**src/rtl/sarConvSeqPkg.sv**
```systemverilog
package sarConvSeqPkg;
  typedef enum logic [1:0] {ST_IDLE, ST_START, ST_CONV, ST_RECOV} seqState_t;

  typedef struct packed {
    logic loadTrial;
    logic stepBit;
    logic commit;
  } seqStrobe_t;
endpackage

```
**src/rtl/sarConvSeqCtrl.sv**
```systemverilog
module sarConvSeqCtrl
  import sarConvSeqPkg::*;
#(
  parameter int WIDTH       = 8,
  parameter int CONV_TICKS  = 11,
  parameter int CLK_DIV     = 4,
  parameter int START_OSC   = 1,
  parameter int INSN_CLKS   = 4,
  parameter int RECOV_TICKS = 2
) (
  input  logic       clk,
  input  logic       rstN,
  input  logic       goWr,
  input  logic       goWrData,
  input  logic       srcRc,
  input  logic       rcTick,
  input  logic       flagClr,
  output logic       goBit,
  output logic       sampleEn,
  output logic       adClkEn,
  output logic       intFlag,
  output seqStrobe_t strobe
);
  localparam int DIV_W  = $clog2(CLK_DIV + 1);
  localparam int DLY_W  = $clog2(START_OSC + INSN_CLKS + 1);
  localparam int TICK_W = $clog2(CONV_TICKS + 1);
  localparam int REC_W  = $clog2(RECOV_TICKS + 1);

  seqState_t        state;
  logic [DIV_W-1:0]  divCnt;
  logic [DLY_W-1:0]  dlyCnt;
  logic [TICK_W-1:0] tickCnt;
  logic [REC_W-1:0]  recCnt;
  logic srcRcLat, oscTick, tick, running, goSet, goClr, abort, lastTick;

  always_comb begin
    running  = (state == ST_CONV) || (state == ST_RECOV);
    oscTick  = running && (divCnt == DIV_W'(CLK_DIV - 1));
    tick     = running && (srcRcLat ? rcTick : oscTick);
    goSet    = goWr && goWrData;
    goClr    = goWr && !goWrData;
    abort    = goClr && ((state == ST_START) || (state == ST_CONV));
    lastTick = (state == ST_CONV) && tick && (tickCnt == TICK_W'(CONV_TICKS - 1));
    strobe.loadTrial = (state == ST_START) && (dlyCnt == '0) && !abort;
    strobe.stepBit   = (state == ST_CONV) && tick && (tickCnt < TICK_W'(WIDTH)) && !abort;
    strobe.commit    = lastTick && !abort;
    adClkEn  = (state == ST_CONV);
    sampleEn = (state == ST_IDLE);
  end

  // divided system clock: restarts whenever the running phase begins or is aborted
  always_ff @(posedge clk) begin
    if (!rstN || !running || abort || oscTick) divCnt <= '0;
    else                                       divCnt <= divCnt + 1'b1;
  end

  always_ff @(posedge clk) begin
    if (!rstN) begin
      state    <= ST_IDLE;
      goBit    <= 1'b0;
      srcRcLat <= 1'b0;
      dlyCnt   <= '0;
      tickCnt  <= '0;
      recCnt   <= '0;
    end else begin
      unique case (state)
        ST_IDLE: if (goSet) begin
          state    <= ST_START;
          goBit    <= 1'b1;
          srcRcLat <= srcRc;
          dlyCnt   <= srcRc ? DLY_W'(START_OSC + INSN_CLKS - 1) : DLY_W'(START_OSC - 1);
        end
        ST_START: begin
          if (abort) begin
            state <= ST_RECOV;
            goBit <= 1'b0;
            recCnt <= '0;
          end else if (dlyCnt == '0) begin
            state   <= ST_CONV;
            tickCnt <= '0;
          end else begin
            dlyCnt <= dlyCnt - 1'b1;
          end
        end
        ST_CONV: begin
          if (abort || lastTick) begin
            state  <= ST_RECOV;
            goBit  <= 1'b0;
            recCnt <= '0;
          end else if (tick) begin
            tickCnt <= tickCnt + 1'b1;
          end
        end
        ST_RECOV: if (tick) begin
          if (recCnt == REC_W'(RECOV_TICKS - 1)) state <= ST_IDLE;
          else                                  recCnt <= recCnt + 1'b1;
        end
        default: state <= ST_IDLE;
      endcase
    end
  end

  always_ff @(posedge clk) begin
    if (!rstN)              intFlag <= 1'b0;
    else if (strobe.commit) intFlag <= 1'b1;
    else if (flagClr)       intFlag <= 1'b0;
  end

  // the conversion clock runs only while a conversion is pending
  p_clk_needs_go_r3: assert property (@(posedge clk) disable iff (!rstN)
    adClkEn |-> goBit);
  // sampling is stopped whenever a conversion is pending
  p_sample_idle_r2: assert property (@(posedge clk) disable iff (!rstN)
    sampleEn |-> !goBit);
  // completion clears go and raises the flag together
  p_done_flag_r6: assert property (@(posedge clk) disable iff (!rstN)
    strobe.commit |=> (intFlag && !goBit));
  // an abort drops go and stops the conversion clock
  p_abort_stops_r10: assert property (@(posedge clk) disable iff (!rstN)
    abort |=> (!goBit && !adClkEn));
  // the flag only rises from a completion
  p_flag_source_r11: assert property (@(posedge clk) disable iff (!rstN)
    $rose(intFlag) |-> $past(strobe.commit));
  // a repeated go write does not leave the conversion
  p_ignore_go_r9: assert property (@(posedge clk) disable iff (!rstN)
    ((state == ST_CONV) && goSet && !lastTick) |=> (state == ST_CONV));
endmodule

```
**src/rtl/sarConvSeqDatapath.sv**
```systemverilog
module sarConvSeqDatapath
  import sarConvSeqPkg::*;
#(
  parameter int WIDTH = 8
) (
  input  logic             clk,
  input  logic             rstN,
  input  seqStrobe_t       strobe,
  input  logic             cmpIn,
  output logic [WIDTH-1:0] dacCode,
  output logic [WIDTH-1:0] result
);
  localparam logic [WIDTH-1:0] TOP_BIT = {1'b1, {(WIDTH-1){1'b0}}};

  logic [WIDTH-1:0] trial, mask;

  always_ff @(posedge clk) begin
    if (!rstN) begin
      trial  <= '0;
      mask   <= '0;
      result <= '0;
    end else begin
      if (strobe.loadTrial) begin
        trial <= TOP_BIT;
        mask  <= TOP_BIT;
      end else if (strobe.stepBit) begin
        trial <= (cmpIn ? trial : (trial & ~mask)) | (mask >> 1);
        mask  <= mask >> 1;
      end
      if (strobe.commit) result <= trial;
    end
  end

  assign dacCode = trial;

  // exactly one bit is under trial at a time
  p_one_trial_bit_r5: assert property (@(posedge clk) disable iff (!rstN)
    $onehot0(mask));
  // no trial step is issued once all bits are resolved
  p_step_in_range_r5: assert property (@(posedge clk) disable iff (!rstN)
    strobe.stepBit |-> (mask != '0));
  // the result only changes on a completion
  p_result_hold_r7: assert property (@(posedge clk) disable iff (!rstN)
    !strobe.commit |=> $stable(result));
endmodule

```
**src/rtl/sarConvSeq.sv**
```systemverilog
module sarConvSeq
  import sarConvSeqPkg::*;
#(
  parameter int WIDTH       = 8,
  parameter int CONV_TICKS  = 11,
  parameter int CLK_DIV     = 4,
  parameter int START_OSC   = 1,
  parameter int INSN_CLKS   = 4,
  parameter int RECOV_TICKS = 2
) (
  input  logic             clk,
  input  logic             rstN,
  input  logic             goWr,
  input  logic             goWrData,
  input  logic             srcRc,
  input  logic             rcTick,
  input  logic             flagClr,
  input  logic             cmpIn,
  output logic             goBit,
  output logic             sampleEn,
  output logic             adClkEn,
  output logic [WIDTH-1:0] dacCode,
  output logic [WIDTH-1:0] result,
  output logic             intFlag
);
  seqStrobe_t strobe;

  sarConvSeqCtrl #(
    .WIDTH(WIDTH), .CONV_TICKS(CONV_TICKS), .CLK_DIV(CLK_DIV),
    .START_OSC(START_OSC), .INSN_CLKS(INSN_CLKS), .RECOV_TICKS(RECOV_TICKS)
  ) uCtrl (
    .clk(clk), .rstN(rstN), .goWr(goWr), .goWrData(goWrData), .srcRc(srcRc),
    .rcTick(rcTick), .flagClr(flagClr), .goBit(goBit), .sampleEn(sampleEn),
    .adClkEn(adClkEn), .intFlag(intFlag), .strobe(strobe)
  );

  sarConvSeqDatapath #(.WIDTH(WIDTH)) uData (
    .clk(clk), .rstN(rstN), .strobe(strobe), .cmpIn(cmpIn),
    .dacCode(dacCode), .result(result)
  );
endmodule

```
**config.mk**
```make
export PLATFORM = sky130hd
export DESIGN_NAME = sarConvSeq
export DESIGN_NICKNAME = d
export VERILOG_FILES = /design/src/rtl/sarConvSeqPkg.sv /design/src/rtl/sarConvSeqCtrl.sv /design/src/rtl/sarConvSeqDatapath.sv /design/src/rtl/sarConvSeq.sv
export SDC_FILE = /design/constraint.sdc
export NUM_CORES = 1
export LEC_CHECK = 0
export BUFFER_PORTS_ARGS = -buffer_cell sky130_fd_sc_hd__buf_2
export CAP_MARGIN = 20
export CORE_ASPECT_RATIO = 1.4
export CORE_MARGIN = 3
export CORE_UTILIZATION = 51
export DETAILED_ROUTE_END_ITERATION = 16
export PLACE_DENSITY = 0.75
export REMOVE_ABC_BUFFERS = 1
export SYNTH_ARGS = -nofsm -noshare
export SYNTH_HDL_FRONTEND = slang
export SYNTH_HIERARCHICAL = 1
export SYNTH_SLANG_ARGS = --single-unit
```
**constraint.sdc**
```tcl
create_clock -name clk -period 2.14 [get_ports clk]
set_clock_uncertainty 0.2 [all_clocks]
set_input_delay 0.107 -clock clk [delete_from_list [all_inputs] [get_ports clk]]
set_output_delay 0.107 -clock clk [all_outputs]
set_load 0.005 [all_outputs]
```
==> results.sh <==
export IMPL_wire_per_inst_um=14.8
export IMPL_synth_distinct_cells=44
export IMPL_status="completed"
export IMPL_grt_total_usage_pct=19.8
export IMPL_synth_top_family_by_area="simple AND/OR/NAND/NOR gates"
export IMPL_slowest_delay_ns=0.33
export IMPL_rsz0062_at_grt="yes"
export IMPL_crit_type="reg -> reg"
export IMPL_synth_fa_ha_area_share_pct=6.98
export IMPL_post_synth_top_count_cell="dfxtp_1"
export IMPL_drc=0
export IMPL_hold_viol_final=0
export IMPL_area_growth_pct=26.2
export IMPL_viasPerCell=5.62
export IMPL_final_setup_worst_slack_ns=0.0537
export IMPL_whs_endpoint="uCtrl/srcRcLat$_SDFFE_PN0P_"
export IMPL_synth_warnings=6
export IMPL_tritoncts="yes"
export IMPL_crit_fanout=4
export IMPL_ant_nets=0
export IMPL_r2r_worst_path_cells=8
export IMPL_synth_cells=206
export IMPL_die_y_um=79.6
export IMPL_h_tree_depth=2
export IMPL_num_vias=1651
export IMPL_dieWidth_um=58.5
export IMPL_critPathTopFamily="compound AO/OA/AOI/OAI gates"
export IMPL_grt_max_degree=30
export IMPL_grt_pass1_vias=1614
export IMPL_antennaDiodeCount=0
export IMPL_endpoint_kind="flip-flop"
export IMPL_synthMuxAreaShare_pct=6.16
export IMPL_cts_buffer_depth=2
export IMPL_ios=28
export IMPL_synthSimpleGateAreaFrac_pct=19.9
export IMPL_ir_worst_vdd_v=0.000811
export IMPL_synth_main_ff_cell="dfxtp_1"
export IMPL_p_leak_uw=0.000953
export IMPL_p_per_area_nw_per_um2=931
export IMPL_drive_above_1_share_pct=31.3
export IMPL_wirelength_um=4370
export IMPL_crit_reg2reg_launch="uCtrl/divCnt[0]$_SDFF_PP0_"
export IMPL_cp_arrival_ns=2.05
export IMPL_core_area_um2=3680
export IMPL_dieArea_um2=4660
export IMPL_post_synth_top_area_cell="dfxtp_1"
export IMPL_overflow=0
export IMPL_async_flop_share_pct=0
export IMPL_yosys_register_bits=41
export IMPL_grt_pass1_wl_um=7050
export IMPL_drv_cap=0
export IMPL_root_buffer="clkbuf_8"
export IMPL_clk_latency_ns=0.29
export IMPL_synth_top_cell_area_share_pct=41.7
export IMPL_place_gp_congestion=0.806
export IMPL_clock_sinks=41
export IMPL_hold_path_depth=4
export IMPL_rows=26
export IMPL_synthXorXnorAreaFrac_pct=1.33
export IMPL_worstHoldStart="goWrData"
export IMPL_drt_first_iter_violations=77
export IMPL_critPathBufInv=1
export IMPL_r2r_setup_slack_ns=0.05
export IMPL_drt_pass1_iter_count=4
export IMPL_yosys_top_cells_count="41 x dfxtp_1, 16 x a21oi_1, 14 x nor2b_1"
export IMPL_holdWs_ns=0.0148
export IMPL_dp_hpwl_um=2860
export IMPL_relSlewSlack_pct=65.1
export IMPL_start_util_pct=53.6
export IMPL_nets=270
export IMPL_clkTransAtPathRegs_ns=0.08
export IMPL_setup_violations=0
export IMPL_tightest_slew_ns=0.524
export IMPL_seq_area_frac_synth_pct=41.7
export IMPL_antenna_found_initial=0
export IMPL_syn_avg_cell_area_um2=9.57
export IMPL_fin_crit_sh_pct=97.5
export IMPL_hold_class="in -> reg"
export IMPL_min_period_ns=2.09
export IMPL_r2r_end="uCtrl/recCnt[0]$_SDFFE_PN0P_"
export IMPL_io_buffers=27
export IMPL_synth_compound_area_share_pct=19.0
export IMPL_timing_fmax_mhz=479
export IMPL_syn_area_um2=1970
export IMPL_slowest_stage="dfxtp_2"
export IMPL_drv_slew=0
export IMPL_synth_edf_count=0
export IMPL_crit_chain="ha_2 > ha_2 > mux2_4 > buf_4 > a211oi_4 > nor3_4 > nand4b_1 > o21ai_0"
export IMPL_cp_common_cell="ha_2"
export IMPL_synthTopCellsByArea="dfxtp_1 42%, ha_1 7.0%, mux2i_1 5.6%, a311oi_2 5.3%, nor2b_1 4.4%"
export IMPL_cp_start_kind="flip-flop"
export IMPL_dp_slack_ns=-0.316
export IMPL_numCtsBuffers=5
export IMPL_crit_required_ns=2.10
tightest hold or removal path: cells and delay by family:
family                 cells  cell delay (ns)
buffers and inverters      1             0.12
AND/OR/NAND/NOR            2             0.17
multiplexers               1             0.07
layout by cell type (no fill, tap or decap), types with 7 or more instances in the layout:
cell      synthesis  final
a21oi_1          16     16
nand2_1          12     11
dfxtp_1          41     38
nor2b_1          14     13
mux2i_1          11     11
buf_4             3     12
buf_2             4     27
nor2_1           13     11
a311oi_2          7      7
inv_1            11     10
ha_1             11      8
nand2b_1          9      9
cell families after synthesis:
family,after synthesis
buf+inv,20
fa+ha+maj,11
simple gates,70
xor+xnor,3
flops,41
compound gates,49
mux,12
flip-flops by register name, summed over array words and instances, names as in the netlist:
| name | cells |
|---|---|
| uData/dacCode | 8 |
| uData/mask | 8 |
| uData/result | 8 |
| uCtrl/tickCnt | 4 |
| uCtrl/divCnt | 3 |
| uCtrl/dlyCnt | 3 |
| uCtrl/recCnt | 2 |
| uCtrl/state | 2 |
| uCtrl/goBit | 1 |
| uCtrl/intFlag | 1 |
| uCtrl/srcRcLat | 1 |
worst max-delay path by stage:
| stage | startpoint | endpoint | slack (ns) | depth (start not counted) |
|---|---|---|---|---|
| 6_report | uCtrl/divCnt[0]$_SDFF_PP0_ | uCtrl/recCnt[0]$_SDFFE_PN0P_ | 0.05 | 8 |
| 5_1_grt | uCtrl/divCnt[0]$_SDFF_PP0_ | uData/dacCode[6]$_SDFFE_PP0P_ | -0.02 | 9 |
| 4_1_cts | uCtrl/divCnt[0]$_SDFF_PP0_ | uData/result[2]$_SDFFE_PN0P_ | -0.04 | 7 |
| 3_5_place_dp | uCtrl/divCnt[0]$_SDFF_PP0_ | uData/dacCode[6]$_SDFFE_PP0P_ | -0.32 | 8 |
| 3_3_place_gp | uCtrl/divCnt[0]$_SDFF_PP0_ | uData/dacCode[2]$_SDFFE_PP0P_ | -0.29 | 8 |
| 2_1_floorplan | uCtrl/state[0]$_SDFFE_PN0P_ | uData/dacCode[0]$_SDFFE_PP0P_ | -0.66 | 7 |
layer usage:
metal  part of all wire [%]  global-route usage [%]  up-vias
met1                     40                    20.2      776
met3                    4.1                    4.53       10
met5                      0                       0        -
li1                       -                       -      822
met2                     53                    35.5       43
met4                    2.4                    11.8        0
layout make-up:
| cell class | count | area, µm² |
|---|---|---|
| fillers | 304 | 1190 |
| multi-input cells | 145 | 1130 |
| flip-flops and latches | 41 | 825 |
| repair buffers | 47 | 320 |
| clock buffers | 6 | 82.6 |
| well taps | 42 | 52.6 |
| inverters | 11 | 41.3 |
| clock inverters | 2 | 37.5 |
report_power, final:
group | switching (µW) | internal, µW
logic | 450 | 356
registers | 33.7 | 824
clock network | 272 | 379
total | 757 | 1560
what timing repair did:
action	4_1_cts	5_1_grt
cloned	1	1
setup endpoints to repair	18	27
hold endpoints to repair	3	0
buffers inserted	0	1
hold buffers	3	0
pin swaps	0	8
resized for setup	8	21
stage by stage:
stage               setup TNS, ns  cells  util [%]  total power (µW)  area (µm²)
detailed placement          -4.22    280      60.0              1590        2210
CTS                       -0.0381    292      65.0              2260        2390
finish                          0    294      67.7              2320        2490
global route              -0.0336    294      67.7              2450        2490
floorplan                   -6.14    197         -              1330        1910
global placement            -3.64    280      60.0              1580        2210
(Power assumes the default switching activity.)
